<file path="src/rtl/lmt_pkg.sv">
// Shared definitions for the limit-match counter timer.
// Word offsets are fixed because software decodes them; everything else is local.
package lmt_pkg;

    // Word offsets (byte address >> 2)
    localparam int unsigned OFS_LIMIT_RESTART = 0;
    localparam int unsigned OFS_COUNT         = 1;
    localparam int unsigned OFS_LIMIT_KEEP    = 2;

    // Decoded register commands for one cycle
    typedef struct packed {
        logic load_restart;  // limit write that also zeroes the count
        logic load_keep;     // limit write that keeps the count
        logic read_limit;    // limit read, acknowledges the event
    } lmt_cmd_t;

    // Read data source
    typedef enum logic [1:0] {
        RSEL_ZERO  = 2'd0,
        RSEL_LIMIT = 2'd1,
        RSEL_COUNT = 2'd2
    } lmt_rsel_e;

endpackage

</file>
<file path="src/rtl/lmt_addr_dec.sv">
// Address decoder for the counter timer register port.
// Turns the byte address and the strobes into per-register commands and a read
// source. Assumes only whole-word accesses, so address bits 1..0 are ignored.
// Unmapped offsets produce no command and select a zero read.
module lmt_addr_dec
    import lmt_pkg::*;
#(
    parameter int ADDR_W = 8
) (
    input  logic [ADDR_W-1:0] addr,
    input  logic              wr,
    input  logic              rd,
    output lmt_cmd_t          cmd,
    output lmt_rsel_e         rsel
);

    localparam int WORD_W = ADDR_W - 2;

    logic [WORD_W-1:0] word;
    logic              hit_limit_restart;
    logic              hit_count;
    logic              hit_limit_keep;
    logic              unused_byte_lane;

    assign word             = addr[ADDR_W-1:2];
    assign unused_byte_lane = ^addr[1:0];

    // Compare the word offset with each mapped register
    always_comb begin
        hit_limit_restart = (word == WORD_W'(OFS_LIMIT_RESTART));
        hit_count         = (word == WORD_W'(OFS_COUNT));
        hit_limit_keep    = (word == WORD_W'(OFS_LIMIT_KEEP));
    end

    // Produce the write and acknowledge commands for this cycle
    always_comb begin
        cmd.load_restart = wr && hit_limit_restart;
        cmd.load_keep    = wr && hit_limit_keep;
        cmd.read_limit   = rd && hit_limit_restart;
    end

    // Choose the read source; the keep-limit offset is write-only
    always_comb begin
        if (hit_limit_restart)
            rsel = RSEL_LIMIT;
        else if (hit_count)
            rsel = RSEL_COUNT;
        else
            rsel = RSEL_ZERO;
    end

endmodule

</file>
<file path="src/rtl/lmt_count_core.sv">
// Count and limit storage with the match comparator.
// Stores only the significant count bits; the constant low bits live in the
// read path. A zero limit disables matching, and the counter then wraps
// naturally at all ones. A restart beats a same-cycle tick, and a restart
// suppresses any match in that cycle.
module lmt_count_core #(
    parameter int CNT_W = 22
) (
    input  logic             clk,
    input  logic             rst_n,
    input  logic             tick,
    input  logic             restart,
    input  logic             load_limit,
    input  logic [CNT_W-1:0] new_limit,
    output logic [CNT_W-1:0] count,
    output logic [CNT_W-1:0] limit,
    output logic             match
);

    logic [CNT_W:0] step;
    logic           limit_set;
    logic           at_limit;

    // Compute the incremented count one bit wider so that the wrap at all ones
    // never equals a limit
    always_comb begin
        step      = {1'b0, count} + {{CNT_W{1'b0}}, 1'b1};
        limit_set = |limit;
        at_limit  = limit_set && (step == {1'b0, limit});
        match     = tick && at_limit && !restart;
    end

    // Hold the limit; either limit write loads it
    always_ff @(posedge clk) begin
        if (!rst_n)
            limit <= '0;
        else if (load_limit)
            limit <= new_limit;
    end

    // Advance, restart on a match, or zero on a restarting write
    always_ff @(posedge clk) begin
        if (!rst_n)
            count <= '0;
        else if (restart)
            count <= '0;
        else if (tick)
            count <= at_limit ? '0 : step[CNT_W-1:0];
    end

endmodule

</file>
<file path="src/rtl/lmt_event_flag.sv">
// Sticky reached flag and interrupt level.
// Both are set by a match. A limit read clears both. A restarting limit write
// clears only the interrupt. A clear in the same cycle as a match wins.
module lmt_event_flag (
    input  logic clk,
    input  logic rst_n,
    input  logic match,
    input  logic ack_read,
    input  logic ack_write,
    output logic reached,
    output logic irq
);

    // Reached flag: set on a match, cleared by a limit read
    always_ff @(posedge clk) begin
        if (!rst_n)
            reached <= 1'b0;
        else if (ack_read)
            reached <= 1'b0;
        else if (match)
            reached <= 1'b1;
    end

    // Interrupt level: set on a match, cleared by a limit read or restarting write
    always_ff @(posedge clk) begin
        if (!rst_n)
            irq <= 1'b0;
        else if (ack_read || ack_write)
            irq <= 1'b0;
        else if (match)
            irq <= 1'b1;
    end

endmodule

</file>
<file path="src/rtl/lmt_timer.sv">
// Limit-match interval counter timer, top level.
// One channel: a count advanced by tick_en, a limit loaded through a word
// register port, and a sticky event with a level interrupt. Assumes full-word
// accesses and that FRAC_W + CNT_W leaves the top data bit free for the flag.
// Read data is registered; read side effects take place at the same edge.
module lmt_timer
    import lmt_pkg::*;
#(
    parameter int ADDR_W = 8,
    parameter int DATA_W = 32,
    parameter int FRAC_W = 9,
    parameter int CNT_W  = 22
) (
    input  logic              clk,
    input  logic              rst_n,
    input  logic [ADDR_W-1:0] reg_addr,
    input  logic              reg_wr,
    input  logic [DATA_W-1:0] reg_wdata,
    input  logic              reg_rd,
    output logic [DATA_W-1:0] reg_rdata,
    input  logic              tick_en,
    output logic              irq
);

    localparam int FIELD_HI = FRAC_W + CNT_W - 1;
    localparam int FLAG_POS = DATA_W - 1;

    lmt_cmd_t          cmd;
    lmt_rsel_e         rsel;
    logic [CNT_W-1:0]  count;
    logic [CNT_W-1:0]  limit;
    logic [CNT_W-1:0]  new_limit;
    logic              match;
    logic              reached;
    logic [DATA_W-1:0] count_word;
    logic [DATA_W-1:0] limit_word;
    logic              unused_wdata;

    assign new_limit    = reg_wdata[FIELD_HI:FRAC_W];
    assign unused_wdata = ^{reg_wdata[DATA_W-1:FIELD_HI+1], reg_wdata[FRAC_W-1:0]};

    lmt_addr_dec #(
        .ADDR_W (ADDR_W)
    ) u_dec (
        .addr (reg_addr),
        .wr   (reg_wr),
        .rd   (reg_rd),
        .cmd  (cmd),
        .rsel (rsel)
    );

    lmt_count_core #(
        .CNT_W (CNT_W)
    ) u_core (
        .clk        (clk),
        .rst_n      (rst_n),
        .tick       (tick_en),
        .restart    (cmd.load_restart),
        .load_limit (cmd.load_restart || cmd.load_keep),
        .new_limit  (new_limit),
        .count      (count),
        .limit      (limit),
        .match      (match)
    );

    lmt_event_flag u_flag (
        .clk       (clk),
        .rst_n     (rst_n),
        .match     (match),
        .ack_read  (cmd.read_limit),
        .ack_write (cmd.load_restart),
        .reached   (reached),
        .irq       (irq)
    );

    // Place the count, the flag and the limit at their register bit positions
    always_comb begin
        count_word                  = '0;
        count_word[FIELD_HI:FRAC_W] = count;
        count_word[FLAG_POS]        = reached;
        limit_word                  = '0;
        limit_word[FIELD_HI:FRAC_W] = limit;
    end

    // Register the read data on a read strobe and hold it otherwise
    always_ff @(posedge clk) begin
        if (!rst_n)
            reg_rdata <= '0;
        else if (reg_rd) begin
            case (rsel)
                RSEL_LIMIT: reg_rdata <= limit_word;
                RSEL_COUNT: reg_rdata <= count_word;
                default:    reg_rdata <= '0;
            endcase
        end
    end

endmodule

</file>
<file path="config.mk">
export PLATFORM = sky130hd
export DESIGN_NAME = lmt_timer
export DESIGN_NICKNAME = d
export VERILOG_FILES = /design/src/rtl/lmt_pkg.sv /design/src/rtl/lmt_addr_dec.sv /design/src/rtl/lmt_count_core.sv /design/src/rtl/lmt_event_flag.sv /design/src/rtl/lmt_timer.sv
export SDC_FILE = /design/constraint.sdc
export NUM_CORES = 1
export LEC_CHECK = 0
export ABC_AREA = 1
export BUFFER_PORTS_ARGS = -buffer_cell sky130_fd_sc_hd__buf_2
export CORE_ASPECT_RATIO = 0.8
export CORE_MARGIN = 3
export CORE_UTILIZATION = 45
export CTS_CLUSTER_SIZE = 24
export DETAILED_ROUTE_END_ITERATION = 7
export GPL_TIMING_DRIVEN = 0
export PLACE_DENSITY = 0.68
export SKIP_LAST_GASP = 1
export SYNTH_ARGS = -nofsm -noshare
export SYNTH_HDL_FRONTEND = slang
export SYNTH_SLANG_ARGS = --single-unit
export TNS_END_PERCENT = 30
</file>
<file path="constraint.sdc">
create_clock -name clk -period 2.4 [get_ports clk]
set_clock_uncertainty 0.05 [all_clocks]
set_input_delay 0.6 -clock clk [delete_from_list [all_inputs] [get_ports clk]]
set_output_delay 0.6 -clock clk [all_outputs]
set_load 0.1 [all_outputs]
</file>
# [Yosys cells after proc, flatten, opt, wreduce, memory -nomap -nowiden]
# Index checks and enable logic that the tools add are counted.
# W data, S select, Z words.
[classes] add_sub_neg=1 n_eq_ne=5 muxes=4 bitwise_logic=1 n_reduce_logical=14
[op_table] cell="$pmux W32 S2" n=1
[op_table] cell="$add A22 B1 Y23 const B" n=1
[op_table] cell="$eq A23 B22 Y1" n=1
[op_table] cell="$mux W22" n=1
[op_table] cell="$reduce_or A22 Y1" n=1
[op_table] cell="$eq A6 B1 Y1 const B" n=1
[op_table] cell="$eq A6 B2 Y1 const B" n=1
[op_table] cell="$logic_and A1 B1 Y1" n=6
[op_table] cell="$logic_not A6 Y1" n=1
[op_table] cell="$reduce_or A2 Y1" n=3
[op_table] cell="$mux W2" n=2
[op_table] cell="$eq A2 B1 Y1 const B" n=1
[op_table] cell="$eq A2 B2 Y1 const B" n=1
[op_table] cell="$logic_or A1 B1 Y1" n=2
[op_table] cell="$logic_not A1 Y1" n=1
[op_table] cell="$not A1 Y1" n=1
[word_totals] ff_bits=78 in_bits=45 out_inout_bits=33 word_cells=30

# [Longest topological paths before layout]
# Gate-level depths: netlist of run 1.
[depth] ltp_word=5 depth_mapped=17 ltp_nobuf=16

# [Modules after synthesis]
# Synthesis of run 1 repeated with hierarchy kept, for this count alone.
[hier_totals] cells_unflattened=717 area_unflattened_um2=4385.5
[by_module_without_submodules] module="lmt_count_core" instances=1 cells_each=504 area_each_um2=3006.6 seq_area_each_um2=880.8
[by_module_without_submodules] module="lmt_timer" instances=1 cells_each=186 area_each_um2=1229.9 seq_area_each_um2=460.4
[by_module_without_submodules] module="lmt_addr_dec" instances=1 cells_each=17 area_each_um2=78.8 seq_area_each_um2=0.0
[by_module_without_submodules] module="lmt_event_flag" instances=1 cells_each=10 area_each_um2=70.1 seq_area_each_um2=40.0

# [Worst setup path after synthesis of run 1]
# No wires, ideal clock.
[synth_timing] path_kind="reg2reg" startpoint="register u_core.count[0]" endpoint="register u_core.count[20]" setup_ps=132 t_arrival_ps=1910 required_time_ps=2218 setup_slack_ps=308 path_stages_with_launch=16 path_buffers=1 synth_period_minus_slack_ps=2092 path_cell_list="dfxtp_1 ha_1 nand2_1 nor2_4 nand2_2 nor2_2 nand3b_1 nand2_1 nand2_1 nand2_1 nand2_1 nor2_2 nand3_2 buf_6 nand2_1 a21oi_1"
[synth_via] elab_chain_len=4
[synth_rtl] element="start: declaration" line="lmt_count_core.sv:15" source="output logic [CNT_W-1:0] count,"
[synth_rtl] element="start signal: assignment" line="lmt_count_core.sv:48" source="count <= at_limit ? '0 : step[CNT_W-1:0];"
[synth_rtl] element="$add A22 B1 Y23 *" line="lmt_count_core.sv:27" source="step = {1'b0, count} + {{CNT_W{1'b0}}, 1'b1};"
[synth_rtl] element="$eq A23 B22 Y1" line="lmt_count_core.sv:29" source="at_limit = limit_set && (step == {1'b0, limit});"
[synth_rtl] element="$logic_and A1 B1 Y1" line="lmt_count_core.sv:29"
[synth_rtl] element="$mux W22 *" line="lmt_count_core.sv:48"
# Mark *: on every way between the ends. The rest lies on a longest branch, timed or not.
# A chain may end at the register's enable or synchronous reset.

# [Final worst setup path of run 1]
[layout_timing] startpoint="register u_core.count[0]" endpoint="register u_core.count[12]"
# The elaborated chain is that of the path after synthesis.

==> impl_metrics.tcl, run 1 <==
set metrics [dict create \
    outcome "completed" \
    root_buffer "clkbuf_8" \
    synth_edf_count 0 \
    slew_headroom_pct 57.11 \
    post-route-period-util_pct 95.80 \
    drc 0 \
    die_w_um 110.5 \
    worstPathArrival_ns 2.48 \
    viasPerCell 5.214 \
    yosysSeqAreaShare_pct 35.16 \
    p_int_uw 1612 \
    cp-startpoint "u_core.count[0]" \
    via_count 4307 \
    r2r_end "u_core.count[12]" \
    ys_ff_latch 69 \
    path_delay_family "simple AND/OR/NAND/NOR gates" \
    worstSetupPathType "register to register" \
    reg2reg_from "u_core.count[0]" \
    synthArstFlopShare_pct 0 \
    peakVddDrop_uv 262.8 \
    die_area_sq_um 9895 \
    yosysUniqueCellTypes 30 \
    first_iter_violations 328 \
    swShare_pct 31.09 \
    clock_sinks 69 \
    port_buffers 55 \
    cts_tree "done" \
    start_util_pct 47.91 \
    fin_nets 759 \
    final_core_util_pct 57.78 \
    p_leak_uw 0.001931 \
    core-area_sq_um 8200 \
    cts_buffers 9 \
    die_y_um 89.58 \
    comb_power_share_pct 11.5 \
    maxSlewViolCount 0 \
    max_slew.worst_pin.slew_ns 0.6434 \
    ctsHtreeMaxLevel 3 \
    required_ns 2.58 \
    seq_power_share_pct 49.9 \
    avgSynthCellArea_sq_um 6.216 \
    path_max_fanout 6 \
    yosys.area.top_type_share_pct 35.16 \
    power_density_nw_per_um2 493.8 \
    rsz0062_at_grt "yes" \
    syn-instance-count 632 \
    total_power_uw 2340 \
    critPathCapture "u_core.count[12]" \
    finalCriticalPeriod_ns 2.299 \
    max_cap_violations 0 \
    synth_commonest_cells "209 x nand2_1, 77 x nor2_1, 69 x dfxtp_1, 58 x nand3_1, 52 x inv_1" \
    clk_latency_ns 0.37 \
    rr_worst_depth 13 \
    switchingPower_uw 727.4 \
    wirelength_mm 13.11 \
    yosysMostFrequentCell "nand2_1" \
    nFillCells 865 \
    synth_area_sq_um 3929 \
    gp_congestion 0.9507 \
    ctsLongestPathBuffers 2 \
    yosys_most_used_dff "dfxtp_1" \
    drive_gt1_share_pct 17.83 \
    antenna_found_initial 0 \
    grt_max_degree 14 \
    crit_buf_inv 4 \
    holdCritPathClass "register to register" \
    p_clk_share_pct 38.6 \
    synth.area.top_cells "dfxtp_1 35%, nand2_1 20%, nand3_1 7.4%" \
    boundaryPins 78 \
    grt_pass1_vias 3846 \
    grt_use_total_pct 26.62 \
    first_pass_iters 7 \
    synth_top_area_cell "dfxtp_1" \
    path_common_cell "buf_4" \
    route.antenna.remaining_nets 0 \
    rows 29 \
    finalSetupViolations 0 \
    wl_per_cell_um 15.88 \
    clk_pin_slew_ns 0.08 \
    cp_cell_sequence "buf_4 > nand2_1 > nor2_4 > buf_12 > nand3b_1 > buf_4 > xor3_1 > nand3_1 > nor2_4 > nand3_4 > buf_4 > nand2_1 > a21oi_1" \
    syn_to_final_growth_pct 20.60 \
    cp_num_cells 13 \
    max_freq_mhz 434.9 \
    rrSetupSlack_ns 0.10 \
    max_stage_delay_ns 0.40 \
    crit_path_end_kind "register" \
    slowest_stage "dfxtp_4" \
    cp-start-kind "register" \
    antenna_cells 0 \
    dp_hpwl_mm 9.762 \
    grt_pass1_wl_mm 20.27 \
    overflow 0 \
    hold_viol 0 \
    ys.warnings.count 0 \
]
## per-stage QoR
step | setup TNS (ns) | setup slack (ns) | hold WS (ns) | cells | area (sq um)
after global routing | -0.7583 | -0.06120 | 0.4312 | 826 | 4738
after detailed placement | -7.095 | -0.3359 | 0.3961 | 803 | 4369
after CTS | 0 | 0.006204 | 0.4142 | 819 | 4566
final | 0 | 0.1007 | 0.4141 | 826 | 4738
after global placement | -7.076 | -0.3267 | 0.3893 | 803 | 4369
after floorplan | 0 | 0.3079 | 0.3755 | 640 | 3959
## worst min path at each step
stage                     slack [ns]      startpoint         endpoint  cells after the start
after CTS                       0.41      u_flag.irq       u_flag.irq                      2
after floorplan                 0.38  u_flag.reached   u_flag.reached                      2
final                           0.41  u_flag.reached   u_flag.reached                      2
after global placement          0.39      u_flag.irq       u_flag.irq                      2
after global routing            0.43    reg_wdata[9]  u_core.limit[0]                      3
after detailed placement        0.40      u_flag.irq       u_flag.irq                      2
## state kept, by name, summed over array words and instances (netlist names)
signal          flops
reg_rdata          23
u_core.count       22
u_core.limit       22
u_flag.irq          1
u_flag.reached      1
## per-layer routing
layer / vias up / track usage (%) / part of all wire [%] / wire (um)
li1: 2183 / - / - / -
met1: 1917 / 37.17 / 47 / 6157
met3: 16 / 8.573 / 11 / 1423
met5: - / 0 / 0 / 0
met4: 0 / 8.389 / 1.3 / 172
met2: 191 / 39.32 / 41 / 5361
## power by group through the flow
stage | Clock [uW] | Sequential [uW] | Combinational [uW]
after detailed placement | 0 | 1190 | 250
final | 902 | 1170 | 269
after floorplan | 0 | 1200 | 171
after global routing | 953 | 1170 | 290
after CTS | 909 | 1170 | 253
after global placement | 0 | 1190 | 247
## kinds of logic after synthesis
family	count (synthesis)	share of synthesized area, %
other	1	0.09545
AOI/OAI and AO/OA	95	12.99
buffers and inverters	90	9.841
and+or+nand+nor	370	39.49
adders and majority gates	1	0.3184
DFF	69	35.16
xor gates and xnor gates	6	2.102
## worst min-delay path, stage by stage (launching register included)
cell	delay (ns)
dfxtp_1	0.32
inv_1	0.05
a21oi_1	0.06
## placed cells by master, fill, tap and decap left out, drive strengths merged
cell	count
nand2	212
nor2	85
buf	75
dfxtp	69
nand3	59
inv	55
a21oi	45
clkbuf	31
o21ai	26
a31oi	21
conb	9
nand4	6
clkinv	4
xor2	3
and2	3
nand3b	3
clkinvlp	3
o21bai	2
xor3	2
nor3	2
xnor2	1
a221oi	1
ha	1
## final cells by class
type / instances / area [sq um] / share of cell area (%)
Inverter: 56 / 210.2 / 4.436
Tap cell: 108 / 135.1 / 2.852
Clock buffer: 10 / 127.6 / 2.693
Clock inverter: 6 / 48.80 / 1.030
Timing Repair Buffer: 62 / 340.3 / 7.182
Multi-Input combinational cell: 481 / 2301 / 48.56
Sequential cell: 69 / 1399 / 29.52
Buffer: 34 / 176.4 / 3.723
## what timing repair did
| action | 4_1_cts | 5_1_grt |
|---|---|---|
| resized for setup | 6 | 35 |
| hold endpoints to repair | 0 | 0 |
| cloned | 0 | 1 |
| setup buffers | 0 | 6 |
| pin swaps | 0 | 7 |
| hold buffers | 0 | 0 |
| endpoints found under the setup margin | 24 | 24 |
No activity file was read; power rests on OpenSTA's default activity.
==> inputs of run 2 (changes only) <==
--- a/config.mk
+++ b/config.mk
@@ -5,7 +5,8 @@
 export SDC_FILE = /design/constraint.sdc
 export NUM_CORES = 1
 export LEC_CHECK = 0
-export ABC_AREA = 1
+export ABC_AREA = 0
+export ABC_CLOCK_PERIOD_IN_PS = 2400
 export BUFFER_PORTS_ARGS = -buffer_cell sky130_fd_sc_hd__buf_2
 export CORE_ASPECT_RATIO = 0.8
 export CORE_MARGIN = 3
==> run 2 against run 1 <==
Compared with the run above: the run now ends with negative setup slack left; sequential share of layout area down 1.7 points; worst setup slack got worse by 0.18 ns; power up 2.3%; count of clock-buffer cells in the layout unchanged; critical path type unchanged; critical endpoint is now u_core.count[11]; largest cell class unchanged.
==> impl_metrics.tcl, run 2 <==
set metrics [dict create \
    outcome "finished, violations left" \
    violations "negative setup slack" \
    final-seq-area_sq_um 1403 \
    wirelength_mm 11.09 \
    finalCriticalPeriod_ns 2.477 \
    root_buffer "clkbuf_8" \
    gp_congestion 0.9307 \
    overflow 0 \
    holdCritPathClass "register to register" \
    yosys.area.top_type_share_pct 34.21 \
    slew_headroom_pct 64.29 \
    start_util_pct 46.97 \
    first_iter_violations 204 \
    grt_max_degree 14 \
    max_slew.worst_pin.slew_ns 0.5356 \
    boundaryPins 78 \
    antenna_cells 0 \
    worstPathArrival_ns 2.65 \
    yosysSeqAreaShare_pct 34.21 \
    route.antenna.remaining_nets 0 \
    port_buffers 54 \
    wl_per_cell_um 16.07 \
    die_y_um 90.72 \
    final_cells 690 \
    multi_input_area_sq_um 2517 \
    yosys_most_used_dff "dfxtp_1" \
    cts_tree "done" \
    postCtsHoldBufs 0 \
    post-route-period-util_pct 103.2 \
    required_ns 2.58 \
    antenna_found_initial 0 \
    yosysMostFrequentCell "dfxtp_1" \
    synth_top_area_cell "dfxtp_1" \
    regMostFlops "reg_rdata" \
    crit_path_end_kind "register" \
    synthArstFlopShare_pct 0 \
    dp_cells 653 \
    drc 0 \
    die_area_sq_um 10150 \
    clk_latency_ns 0.36 \
    synth_area_sq_um 4038 \
    rsz0062_at_grt "yes" \
    largest_register_ffs 23 \
    fin_nets 619 \
    peakVddDrop_uv 304.6 \
    hold_viol 0 \
    ys.warnings.count 0 \
    worstSetupPathType "register to register" \
    synth_commonest_cells "69 x dfxtp_1, 64 x nand2_1, 45 x a21boi_0, 33 x nand3_1, 26 x xnor2_1" \
    viasPerCell 5.439 \
    dp_hpwl_mm 7.838 \
    synth.area.top_cells "dfxtp_1 34%, a21boi_0 8.4%, nand2_1 5.9%" \
    p_leak_uw 0.001965 \
    setup_ws_ns -0.07655 \
    core-area_sq_um 8596 \
    yosysUniqueCellTypes 50 \
    clock_sinks 69 \
    total_power_uw 2394 \
    syn_to_final_growth_pct 24.88 \
    rrSetupSlack_ns -0.08 \
    cts_buffers 9 \
    first_pass_iters 5 \
    clk_pin_slew_ns 0.09 \
    ctsHtreeMaxLevel 3 \
    grt_use_total_pct 21.47 \
    ys_ff_latch 69 \
    grt_pass1_vias 3482 \
    synth_edf_count 0 \
    max_cap_violations 0 \
    cp-start-kind "register" \
    maxSlewViolCount 0 \
    syn-instance-count 479 \
    rows 30 \
    avgSynthCellArea_sq_um 8.429 \
    max_freq_mhz 403.8 \
    path_max_fanout 9 \
    power_density_nw_per_um2 474.7 \
    layout_commonest_cell "nand2_1" \
    die_w_um 111.9 \
    nFillCells 750 \
    grt_pass1_wl_mm 17.66 \
    final_cell_mix "64 x nand2_1, 60 x dfxtp_1, 55 x buf_2" \
    top_regs "reg_rdata x23, u_core.count x22, u_core.limit x22" \
    drive_gt1_share_pct 29.58 \
    finalSetupViolations 22 \
    ctsLongestPathBuffers 2 \
    via_count 3753 \
]
## run 2: cell type report
cell class / instances / share of cell area [%]
multi-input cells: 363 / 49.93
flip-flops and latches: 69 / 27.82
repair buffers: 79 / 9.603
plain buffers: 47 / 5.658
well taps: 112 / 2.779
clock buffers: 10 / 2.531
clock inverters: 6 / 1.390
inverters: 4 / 0.2978
## run 2: critical path, cell delays in order, from the launching register on
cell	delay [ns]
dfxtp_1	0.31
buf_4	0.17
nand4_1	0.24
nor4_4	0.45
or3_1	0.16
and4_1	0.23
nand4_4	0.16
bufbuf_16	0.32
o22ai_1	0.18
a21oi_1	0.09
## run 2: metal layers
layer	wire [um]	part of all wire [%]	GRT usage [%]
met1	5215	47	30.25
met2	4907	44	32.58
met3	796	7.2	4.488
met4	168	1.5	7.194
met5	0	0	0
## run 2: timing repair
item,CTS,global route
pin swaps,13,13
resized for setup,33,16
gates cloned,2,0
setup endpoints to repair,24,24
buffers inserted,13,11
## run 2: cell families after synthesis
family	Yosys count	synth area share, %
adder cells (fa/ha/maj)	1	0.3098
other	1	0.09288
flip-flops	69	34.21
multiplexers	22	6.105
buffers and inverters	55	6.817
AO/OA/AOI/OAI	78	14.01
XOR/XNOR	46	9.978
AND/OR/NAND/NOR	207	28.48
## run 2: worst paths after layout
path | startpoint | end | cells past startpoint
setup / recovery | u_core.count[15] | u_core.count[11] | 9
hold / removal | reg_rdata[25] | reg_rdata[25] | 2
setup reg to reg | u_core.count[15] | u_core.count[11] | 9
hold reg to reg | reg_rdata[25] | reg_rdata[25] | 2
## run 2: per-stage QoR
step	instance area (sq um)	setup TNS, ns	utilization [%]	setup WS (ns)	hold WS [ns]
final	5042	-0.7048	58.66	-0.07655	0.4306
after global routing	5042	-3.387	58.66	-0.1865	0.4479
after CTS	4938	0	57.45	0.001295	0.4237
after detailed placement	4487	-11.20	52.20	-0.6160	0.4051
after global placement	4487	-10.97	52.20	-0.6120	0.3975
after floorplan	4076	0	-	0.02214	0.4073
## run 2: report_power, final
part / total (uW) / internal (uW) / switching, uW
sequential: 1150 / 1150 / 7.27
clock: 976 / 492 / 485
combinational: 263 / 98.6 / 165
total: 2390 / 1740 / 657
